**src/rtl/fbp_pkg.sv**
```systemverilog
package fbp_pkg;

   localparam int OP_BITS   = 16;
   localparam int STAT_BITS = 8;
   localparam int NUM_LANES = 4;
   localparam int SLOT_W    = $clog2(OP_BITS + 1);

   localparam logic [1:0] LEN_ONE = 2'b01;
   localparam logic [1:0] LEN_TWO = 2'b10;

   typedef logic [SLOT_W-1:0] slot_t;

   typedef enum logic [1:0] {
      LANE_X1  = 2'b00,
      LANE_X2  = 2'b01,
      LANE_X4  = 2'b10,
      LANE_RSV = 2'b11
   } lane_mode_e;

   // Field order is significant: it places each field at its bit position.
   typedef struct packed {
      logic                busy_hi;
      lane_mode_e          lanes;
      logic [1:0]          op_len;
      logic [OP_BITS-1:0]  opcode;
   } poll_cfg_t;

   typedef enum logic [2:0] {
      SQ_IDLE,
      SQ_CMD,
      SQ_TURN,
      SQ_READ,
      SQ_GAP
   } seq_state_e;

   function automatic logic cfg_legal(poll_cfg_t c);
      return (c.lanes != LANE_RSV) && ((c.op_len == LEN_ONE) || (c.op_len == LEN_TWO));
   endfunction

   function automatic slot_t cmd_slots(poll_cfg_t c);
      slot_t nbits;
      nbits = (c.op_len == LEN_TWO) ? slot_t'(OP_BITS) : slot_t'(OP_BITS / 2);
      case (c.lanes)
         LANE_X2: return nbits >> 1;
         LANE_X4: return nbits >> 2;
         default: return nbits;
      endcase
   endfunction

   function automatic slot_t read_slots(lane_mode_e m);
      case (m)
         LANE_X2: return slot_t'(STAT_BITS / 2);
         LANE_X4: return slot_t'(STAT_BITS / 4);
         default: return slot_t'(STAT_BITS);
      endcase
   endfunction

   function automatic logic [OP_BITS-1:0] frame_word(poll_cfg_t c);
      return (c.op_len == LEN_TWO) ? c.opcode : {c.opcode[OP_BITS/2-1:0], {(OP_BITS/2){1'b0}}};
   endfunction

endpackage

```
**src/rtl/fbp_cfg_reg.sv**
```systemverilog
module fbp_cfg_reg
   import fbp_pkg::*;
#(
   parameter int WORD_W = 32
) (
   input  logic              clk,
   input  logic              rst_n,
   input  logic              wr_en,
   input  logic [WORD_W-1:0] wr_data,
   output poll_cfg_t         cfg,
   output logic [WORD_W-1:0] rd_data
);

   localparam int CFG_W = $bits(poll_cfg_t);

   if (WORD_W < CFG_W) begin : g_bad_width
      $error("fbp_cfg_reg: WORD_W too narrow for the configuration fields");
   end

   always_ff @(posedge clk or negedge rst_n) begin
      if (!rst_n) begin
         cfg <= '0;
      end else if (wr_en) begin
         cfg <= poll_cfg_t'(wr_data[CFG_W-1:0]);
      end
   end

   always_comb begin
      rd_data              = '0;
      rd_data[CFG_W-1:0]   = cfg;
   end

endmodule

```
**src/rtl/fbp_lane_shift.sv**
```systemverilog
module fbp_lane_shift
   import fbp_pkg::*;
(
   input  logic                  clk,
   input  logic                  rst_n,
   input  logic                  load,
   input  logic [OP_BITS-1:0]    load_word,
   input  logic                  shift_tx,
   input  logic                  sample_rx,
   input  logic                  oe_en,
   input  lane_mode_e            mode,
   input  logic [NUM_LANES-1:0]  din,
   output logic [NUM_LANES-1:0]  dout,
   output logic [NUM_LANES-1:0]  oe,
   output logic [STAT_BITS-1:0]  rx_byte
);

   logic [OP_BITS-1:0]   sh;
   logic [STAT_BITS-1:0] rx;

   always_ff @(posedge clk or negedge rst_n) begin
      if (!rst_n) begin
         sh <= '0;
      end else if (load) begin
         sh <= load_word;
      end else if (shift_tx) begin
         case (mode)
            LANE_X2: sh <= sh << 2;
            LANE_X4: sh <= sh << 4;
            default: sh <= sh << 1;
         endcase
      end
   end

   always_ff @(posedge clk or negedge rst_n) begin
      if (!rst_n) begin
         rx <= '0;
      end else if (sample_rx) begin
         case (mode)
            LANE_X2: rx <= {rx[STAT_BITS-3:0], din[1:0]};
            LANE_X4: rx <= {rx[STAT_BITS-5:0], din[3:0]};
            default: rx <= {rx[STAT_BITS-2:0], din[1]};
         endcase
      end
   end

   // Per-lane output selection: the top bits of the shift register form the
   // current group, with lane 0 taking the group's least significant bit.
   for (genvar l = 0; l < NUM_LANES; l++) begin : g_lane
      if (l == 0) begin : g_l0
         assign dout[l] = (mode == LANE_X1) ? sh[OP_BITS-1] :
                          (mode == LANE_X2) ? sh[OP_BITS-2] : sh[OP_BITS-4];
         assign oe[l]   = oe_en;
      end else if (l == 1) begin : g_l1
         assign dout[l] = (mode == LANE_X1) ? 1'b0 :
                          (mode == LANE_X2) ? sh[OP_BITS-1] : sh[OP_BITS-3];
         assign oe[l]   = oe_en && (mode != LANE_X1);
      end else begin : g_lhi
         assign dout[l] = (mode == LANE_X4) ? sh[OP_BITS-4+l] : 1'b0;
         assign oe[l]   = oe_en && (mode == LANE_X4);
      end
   end

   assign rx_byte = rx;

endmodule

```
**src/rtl/fbp_seq.sv**
```systemverilog
module fbp_seq
   import fbp_pkg::*;
#(
   parameter int SCK_HALF = 2,
   parameter int GAP_CLKS = 3
) (
   input  logic                 clk,
   input  logic                 rst_n,
   input  logic                 start,
   input  poll_cfg_t            cfg,
   input  logic [STAT_BITS-1:0] rx_byte,
   output logic                 cs_n,
   output logic                 sck,
   output logic                 load,
   output logic [OP_BITS-1:0]   load_word,
   output logic                 shift_tx,
   output logic                 sample_rx,
   output logic                 oe_en,
   output lane_mode_e           mode,
   output logic                 active,
   output logic                 done,
   output logic                 err
);

   localparam int PH_MAX = 2 * SCK_HALF - 1;
   localparam int PH_W   = (PH_MAX < 1) ? 1 : $clog2(PH_MAX + 1);
   localparam int GAP_W  = $clog2(GAP_CLKS + 1);

   if (SCK_HALF < 1) begin : g_bad_half
      $error("fbp_seq: SCK_HALF must be at least 1");
   end
   if (GAP_CLKS < 2) begin : g_bad_gap
      $error("fbp_seq: GAP_CLKS must be at least 2");
   end

   seq_state_e        state;
   logic [PH_W-1:0]   ph;
   slot_t             slot;
   slot_t             last_slot;
   logic [GAP_W-1:0]  gap;
   poll_cfg_t         snap;
   logic              done_q;
   logic              err_q;

   logic in_slot, slot_end, rise_now, gap_end, busy_bit, accept;

   assign in_slot  = (state == SQ_CMD) || (state == SQ_TURN) || (state == SQ_READ);
   assign slot_end = (ph == PH_W'(PH_MAX));
   assign rise_now = (ph == PH_W'(SCK_HALF));
   assign gap_end  = (state == SQ_GAP) && (gap == GAP_W'(GAP_CLKS - 1));
   assign busy_bit = snap.busy_hi ? rx_byte[STAT_BITS-1] : rx_byte[0];
   assign accept   = (state == SQ_IDLE) && start && cfg_legal(cfg);

   always_ff @(posedge clk or negedge rst_n) begin
      if (!rst_n) begin
         state     <= SQ_IDLE;
         ph        <= '0;
         slot      <= '0;
         last_slot <= '0;
         gap       <= '0;
         snap      <= '0;
         done_q    <= 1'b0;
         err_q     <= 1'b0;
      end else begin
         done_q <= 1'b0;
         case (state)
            SQ_IDLE: begin
               if (start) begin
                  if (cfg_legal(cfg)) begin
                     snap      <= cfg;
                     err_q     <= 1'b0;
                     state     <= SQ_CMD;
                     ph        <= '0;
                     slot      <= '0;
                     last_slot <= cmd_slots(cfg) - 1'b1;
                  end else begin
                     err_q <= 1'b1;
                  end
               end
            end
            SQ_CMD, SQ_TURN, SQ_READ: begin
               if (slot_end) begin
                  ph <= '0;
                  if (slot == last_slot) begin
                     slot <= '0;
                     case (state)
                        SQ_CMD: begin
                           if (snap.lanes == LANE_X1) begin
                              state     <= SQ_READ;
                              last_slot <= read_slots(snap.lanes) - 1'b1;
                           end else begin
                              state     <= SQ_TURN;
                              last_slot <= '0;
                           end
                        end
                        SQ_TURN: begin
                           state     <= SQ_READ;
                           last_slot <= read_slots(snap.lanes) - 1'b1;
                        end
                        default: begin
                           state <= SQ_GAP;
                           gap   <= '0;
                        end
                     endcase
                  end else begin
                     slot <= slot + 1'b1;
                  end
               end else begin
                  ph <= ph + 1'b1;
               end
            end
            SQ_GAP: begin
               if (gap == GAP_W'(GAP_CLKS - 1)) begin
                  if (busy_bit) begin
                     state     <= SQ_CMD;
                     ph        <= '0;
                     slot      <= '0;
                     last_slot <= cmd_slots(snap) - 1'b1;
                  end else begin
                     state  <= SQ_IDLE;
                     done_q <= 1'b1;
                  end
               end else begin
                  gap <= gap + 1'b1;
               end
            end
            default: state <= SQ_IDLE;
         endcase
      end
   end

   assign cs_n      = !in_slot;
   assign sck       = in_slot && (ph >= PH_W'(SCK_HALF));
   assign load      = accept || (gap_end && busy_bit);
   assign load_word = (state == SQ_IDLE) ? frame_word(cfg) : frame_word(snap);
   assign shift_tx  = (state == SQ_CMD) && slot_end;
   assign sample_rx = (state == SQ_READ) && rise_now;
   assign oe_en     = (state == SQ_CMD);
   assign mode      = snap.lanes;
   assign active    = (state != SQ_IDLE);
   assign done      = done_q;
   assign err       = err_q;

   AST_DONE_SINGLE: assert property (@(posedge clk) disable iff (!rst_n)
      done_q |=> !done_q);
   AST_ERR_HOLDS_IDLE: assert property (@(posedge clk) disable iff (!rst_n)
      err_q |-> (state == SQ_IDLE));
   AST_BUSY_RESTARTS: assert property (@(posedge clk) disable iff (!rst_n)
      (gap_end && busy_bit) |=> (state == SQ_CMD));
   AST_IGNORE_START: assert property (@(posedge clk) disable iff (!rst_n)
      (active && start && !gap_end) |=> $stable(snap));

endmodule

```
**src/rtl/flash_busy_poller.sv**
```systemverilog
module flash_busy_poller
   import fbp_pkg::*;
#(
   parameter int CFG_W    = 32,
   parameter int SCK_HALF = 2,
   parameter int GAP_CLKS = 3
) (
   input  logic                 clk,
   input  logic                 rst_n,
   input  logic                 cfg_we,
   input  logic [CFG_W-1:0]     cfg_wdata,
   output logic [CFG_W-1:0]     cfg_rdata,
   input  logic                 start,
   output logic                 polling,
   output logic                 done,
   output logic                 cfg_err,
   output logic                 sq_cs_n,
   output logic                 sq_sck,
   output logic [NUM_LANES-1:0] sq_dout,
   output logic [NUM_LANES-1:0] sq_oe,
   input  logic [NUM_LANES-1:0] sq_din
);

   poll_cfg_t            cfg;
   logic                 load, shift_tx, sample_rx, oe_en;
   logic [OP_BITS-1:0]   load_word;
   logic [STAT_BITS-1:0] rx_byte;
   lane_mode_e           mode;

   fbp_cfg_reg #(.WORD_W(CFG_W)) u_cfg (
      .clk     (clk),
      .rst_n   (rst_n),
      .wr_en   (cfg_we),
      .wr_data (cfg_wdata),
      .cfg     (cfg),
      .rd_data (cfg_rdata)
   );

   fbp_lane_shift u_shift (
      .clk       (clk),
      .rst_n     (rst_n),
      .load      (load),
      .load_word (load_word),
      .shift_tx  (shift_tx),
      .sample_rx (sample_rx),
      .oe_en     (oe_en),
      .mode      (mode),
      .din       (sq_din),
      .dout      (sq_dout),
      .oe        (sq_oe),
      .rx_byte   (rx_byte)
   );

   fbp_seq #(.SCK_HALF(SCK_HALF), .GAP_CLKS(GAP_CLKS)) u_seq (
      .clk       (clk),
      .rst_n     (rst_n),
      .start     (start),
      .cfg       (cfg),
      .rx_byte   (rx_byte),
      .cs_n      (sq_cs_n),
      .sck       (sq_sck),
      .load      (load),
      .load_word (load_word),
      .shift_tx  (shift_tx),
      .sample_rx (sample_rx),
      .oe_en     (oe_en),
      .mode      (mode),
      .active    (polling),
      .done      (done),
      .err       (cfg_err)
   );

   AST_OE_NEEDS_CS: assert property (@(posedge clk) disable iff (!rst_n)
      (sq_oe != '0) |-> !sq_cs_n);
   AST_READ_RELEASED: assert property (@(posedge clk) disable iff (!rst_n)
      sample_rx |-> (sq_oe == '0));
   AST_CS_GAP_MIN: assert property (@(posedge clk) disable iff (!rst_n)
      $rose(sq_cs_n) |=> sq_cs_n);
   AST_SCK_QUIET: assert property (@(posedge clk) disable iff (!rst_n)
      sq_cs_n |-> !sq_sck);
   AST_DONE_DESELECTED: assert property (@(posedge clk) disable iff (!rst_n)
      done |-> (sq_cs_n && !polling));
   AST_ERR_NO_FRAME: assert property (@(posedge clk) disable iff (!rst_n)
      cfg_err |-> (sq_cs_n && (sq_oe == '0)));

endmodule

```
**config.mk**
```make
export PLATFORM = sky130hd
export DESIGN_NAME = flash_busy_poller
export DESIGN_NICKNAME = d
export VERILOG_FILES = /design/src/rtl/fbp_pkg.sv /design/src/rtl/fbp_cfg_reg.sv /design/src/rtl/fbp_lane_shift.sv /design/src/rtl/fbp_seq.sv /design/src/rtl/flash_busy_poller.sv
export SDC_FILE = /design/constraint.sdc
export NUM_CORES = 1
export LEC_CHECK = 0
export BUFFER_PORTS_ARGS = -buffer_cell sky130_fd_sc_hd__buf_2
export CORE_MARGIN = 3
export CORE_UTILIZATION = 45
export CTS_CLUSTER_SIZE = 10
export DETAILED_ROUTE_END_ITERATION = 8
export PLACE_DENSITY = 0.66
export SKIP_LAST_GASP = 1
export SYNTH_ARGS = -nofsm -noshare
export SYNTH_HDL_FRONTEND = slang
export SYNTH_SLANG_ARGS = --single-unit
```
**constraint.sdc**
```tcl
create_clock -name clk -period 4.05 [get_ports clk]
set_input_delay 0.2025 -clock clk [delete_from_list [all_inputs] [get_ports clk]]
set_output_delay 0.2025 -clock clk [all_outputs]
set_load 0.005 [all_outputs]
```
==> flow_results.org <==
** Place
- Hpwl dp :: 7.632 mm
- Routability-driven placement finished with a final weighted congestion of 0.8508.
- Port buffer count :: 62

** Synthesis
- Warnings from Yosys :: 0
- Synthesized flop and latch total :: 85
- Share of the synthesized area in the top cell type :: 0.4432
- In this run, synthesis inferred 0 flip-flops with an integrated enable.
- Proportion of synthesized chip area in sequential cells :: 0.4432
- Leading area contributor after synthesis :: sky130_fd_sc_hd__dfrtp_1
- Cell types with the largest area share after synthesis :: sky130_fd_sc_hd__dfrtp_1 44%, sky130_fd_sc_hd__nand2_1 9.4%, sky130_fd_sc_hd__mux2_2 5.6%
- Most common flop cell mapped by yosys :: sky130_fd_sc_hd__dfrtp_1
- Mapped cell area :: 4800 um2
- In the synthesized netlist, the number of instances is 543.
- Yosys cell types :: 48
- Of all flip-flops after synthesis, the portion carrying an async set or reset was 1.000.
- In this run the mean area of a mapped cell was 8.839 um2.

** Worst setup path
- The critical path is of the reg -> reg type.
- Broken down by cell family, the worst path's largest delay share belongs to compound AO/OA/AOI/OAI gates.
- Largest stage delay on the critical path :: 0.58 ns
- The critical path runs through a total of 6 cells.
- Cell chain of the critical path :: ha_1 -> nor3b_1 -> and2_1 -> a31o_2 -> nor2_1 -> a221o_1
- Worst Path Arrival :: 2.96 ns
- Worst-path fanout max :: 32
- On the critical path, the stage with the largest delay is an instance of sky130_fd_sc_hd__a31o_2.
- CP startpoint :: u_cfg.cfg[17]
- Cell count of the worst reg-to-reg path :: 6
- Crit Reg-Reg Startpoint :: u_cfg.cfg[17]
- Worst EP required :: 4.29 ns
- The worst setup path is captured at a flip-flop.
- Critical Path Start Type :: flip-flop
- The critical path contains buffers and inverters numbering 0 combined.
- The worst register-to-register path ends at u_shift.sh[1].
- Slack of the worst reg-to-reg path :: 1.33 ns
- Critical path destination :: u_shift.sh[1]

** Hold path
- Worst hold path class :: in -> reg
- Worst hold path stage count :: 3
- Origin of the worst min-delay path :: cfg_wdata[19]

** Floorplan
- The floorplan has 37 rows.
- In this run the count of I/O pins placed on the die edge is 85.
- The die is 109.3 um tall.
- The die is 109.3 um wide.
- The initial utilization of the core area, before any placement, comes to 0.4628.
- The die covers 11,940 um2.
- The total area inside the core boundary comes to 10,370 um2.

** Run
- Maximum capacitance violations :: 0

** STA
- Based on the critical path, the design can be clocked at up to 367.6 MHz.
- Part of the cycle the worst path needs :: 0.6716
- On the final layout, the worst hold slack is 0.05015 ns.
- Measured against its own limit, the worst slew margin works out to 0.3744.
- Worst setup skew after layout :: 0.01772 ns
- Post-route minimum period :: 2.720 ns
- Final count of hold timing violations :: 0
- At the pin with the least slew margin, the transition time is 0.9384 ns.
- Setup violations remaining at the end of the flow were counted as 0.
- After routing, the total negative slack on setup checks comes to 0 ns.
- Setup repair after global routing left no endpoint under its margin.
- The max-slew violation count is 0.

** Finish
- The filler cells instantiated in the layout total 1,007.
- 0 antenna diodes ended up in the layout.
- Once layout is complete, the utilization of the core stands at 0.5164.
- Share of layout cells above drive strength 1 :: 0.1956
- Compared with the post-synthesis result, the final layout area differs by 11.57%.
- For this run, the post-layout net count is 638.

** Clocking
- Clock Sink Count :: 85
- Clock-pin slew of the registers on the worst-case setup and hold paths :: 0.09 ns
- CTS resizes :: 0
- TritonCTS clock tree :: built
- Latest clock arrival within the worst-skew pair :: 0.36 ns
- Counting the buffers created by CTS gives 9.
- Buffer depth of the longest clock path :: 2
- Cell chosen for the clock root :: sky130_fd_sc_hd__clkbuf_8
- H-tree depth :: 3

** Route
- The first detailed-routing pass ran for 5 iterations.
- In this run, the number of DRC markers left after iteration 0 of detailed routing was 378.
- The final route contains 3,989 vias.
- Summed over all layers, the routed wires come to 10.93 mm.
- Remaining design rule violation count :: 0
- DR WL/cell :: 15.10 um
- Using the TritonRoute via totals, the vias-per-cell ratio works out to 5.510.
- In this run the remaining antenna-violating nets after routing total 0.

** Power
- Power Density :: 736.4 nW/um2
- Across the VDD grid, the largest voltage drop is 275.9 uV.
- Total power for the finished layout comes to 3.943 mW.
- Summed over all cells, the static leakage comes to 2.484 nW.

** GRT
- The number of antenna violations at the first check in global routing is 0.
- The first global-routing pass estimated 18.29 mm of wire.
- Maximum number of pins on one net before global-route repair :: 46
- Number of global-route vias before repair :: 3,623
- GR Util All Layers :: 0.1925
- GRT Residual Overflow :: 0

** Status
- The run finished with clean final reports.
-- through the flow --
step | cells | setup WS [ns] | area, um2
final | 724 | 1.330 | 5355
after floorplan | 553 | 1.992 | 4837
after global placement | 707 | 1.368 | 5119
after CTS | 724 | 1.351 | 5355
after global routing | 724 | 1.120 | 5355
after detailed placement | 707 | 1.387 | 5119
-- power by group --
| part | total, mW | internal, mW | switching, mW | leakage [nW] |
|---|---|---|---|---|
| combinational | 1.78 | 0.695 | 1.08 | 1.34 |
| sequential | 1.48 | 1.16 | 0.319 | 1.04 |
| clock | 0.688 | 0.355 | 0.333 | 0.111 |
| total | 3.94 | 2.21 | 1.73 | 2.48 |
-- repair_timing --
action | 4_1_cts | 5_1_grt
endpoints found under the setup margin | 0 | 0
hold buffers | 1 | 0
hold endpoints to repair | 42 | 0
setup buffers | 0 | 0
-- sequential cells by signal (all words and copies together) (netlist names), 3 cells and up --
signal and cells:
u_shift.sh 16, u_seq.snap 19, u_shift.rx_byte 8, u_seq.slot 5, u_cfg.cfg 21, u_seq.last_slot 5, u_seq.state 3
-- cells by family (layout without fill, tap and decap cells) --
group | Yosys count | in the layout | share of synthesized area
AND/OR/NAND/NOR | 206 | 206 | 0.1859
AO/OA/AOI/OAI | 133 | 133 | 0.1801
flip-flops | 85 | 85 | 0.4432
buffers and inverters | 61 | 96 | 0.05917
multiplexers | 34 | 34 | 0.07716
adder cells (fa/ha/maj) | 15 | 15 | 0.03910
XOR/XNOR | 8 | 8 | 0.01460
other | 1 | 11 | 0.0007813
-- cells in the mapped netlist (5+ instances only) --
library cell and count:
sky130_fd_sc_hd__xor2_1 5, sky130_fd_sc_hd__buf_4 13, sky130_fd_sc_hd__a211oi_1 20, sky130_fd_sc_hd__inv_1 11, sky130_fd_sc_hd__clkbuf_1 30, sky130_fd_sc_hd__mux2_2 24
sky130_fd_sc_hd__a21oi_1 18, sky130_fd_sc_hd__a22oi_1 18, sky130_fd_sc_hd__a31oi_1 7, sky130_fd_sc_hd__ha_1 15, sky130_fd_sc_hd__nand3_1 30, sky130_fd_sc_hd__o21ai_0 46
sky130_fd_sc_hd__nand2b_1 5, sky130_fd_sc_hd__dfrtp_1 85, sky130_fd_sc_hd__buf_2 5, sky130_fd_sc_hd__mux2i_1 10, sky130_fd_sc_hd__nand2_1 120, sky130_fd_sc_hd__nor2_1 27
-- cells in the final DEF, fill, tap and decap left out, types with 4 or more instances in the layout --
master and n:
sky130_fd_sc_hd__a22oi_1 18, sky130_fd_sc_hd__nor2_1 27, sky130_fd_sc_hd__dfrtp_1 85, sky130_fd_sc_hd__nand3_1 30
sky130_fd_sc_hd__a31oi_1 7, sky130_fd_sc_hd__a211oi_1 20, sky130_fd_sc_hd__buf_4 6, sky130_fd_sc_hd__ha_1 15
sky130_fd_sc_hd__mux2i_1 10, sky130_fd_sc_hd__clkbuf_8 9, sky130_fd_sc_hd__xor2_1 5, sky130_fd_sc_hd__o21ai_0 46
sky130_fd_sc_hd__mux2_2 24, sky130_fd_sc_hd__conb_1 11, sky130_fd_sc_hd__nand2_1 120, sky130_fd_sc_hd__and2_1 4
sky130_fd_sc_hd__buf_2 61, sky130_fd_sc_hd__nand2b_1 5, sky130_fd_sc_hd__nor3_1 4, sky130_fd_sc_hd__inv_1 11
sky130_fd_sc_hd__and3_1 4, sky130_fd_sc_hd__a21oi_1 18
-- layer usage --
layer | global-route usage | wire length [um] | up-vias | part of all wire
met5 | 0 | 0 | - | 0
met4 | 0.03918 | 87 | 0 | 0.0080
met3 | 0.04026 | 585 | 8 | 0.054
met2 | 0.2846 | 4813 | 114 | 0.44
met1 | 0.2916 | 5447 | 1913 | 0.50
li1 | - | - | 1954 | -
-- cell type report --
cell class | count | area, um2 | area share
clock buffers | 9 | 123.9 | 0.02313
clock inverters | 7 | 102.6 | 0.01916
inverters | 12 | 45.04 | 0.008411
multi-input cells | 407 | 2426 | 0.4530
flip-flops and latches | 85 | 2127 | 0.3972
well taps | 136 | 170.2 | 0.03178
repair buffers | 68 | 360.3 | 0.06729
-- worst min path at each step --
stage | to
final | u_cfg.cfg[19]
after floorplan | u_cfg.cfg[0]
after global placement | u_seq.slot[2]
after detailed placement | u_seq.slot[2]
after CTS | u_cfg.cfg[19]
after global routing | u_cfg.cfg[3]
-- worst reg2reg max path: stages, from the launching register on --
cell and delay (ns):
sky130_fd_sc_hd__dfrtp_1 0.44, sky130_fd_sc_hd__ha_1 0.30, sky130_fd_sc_hd__nor3b_1 0.43, sky130_fd_sc_hd__and2_1 0.22
sky130_fd_sc_hd__a31o_2 0.58, sky130_fd_sc_hd__nor2_1 0.24, sky130_fd_sc_hd__a221o_1 0.39
(Power assumes the default switching activity.)
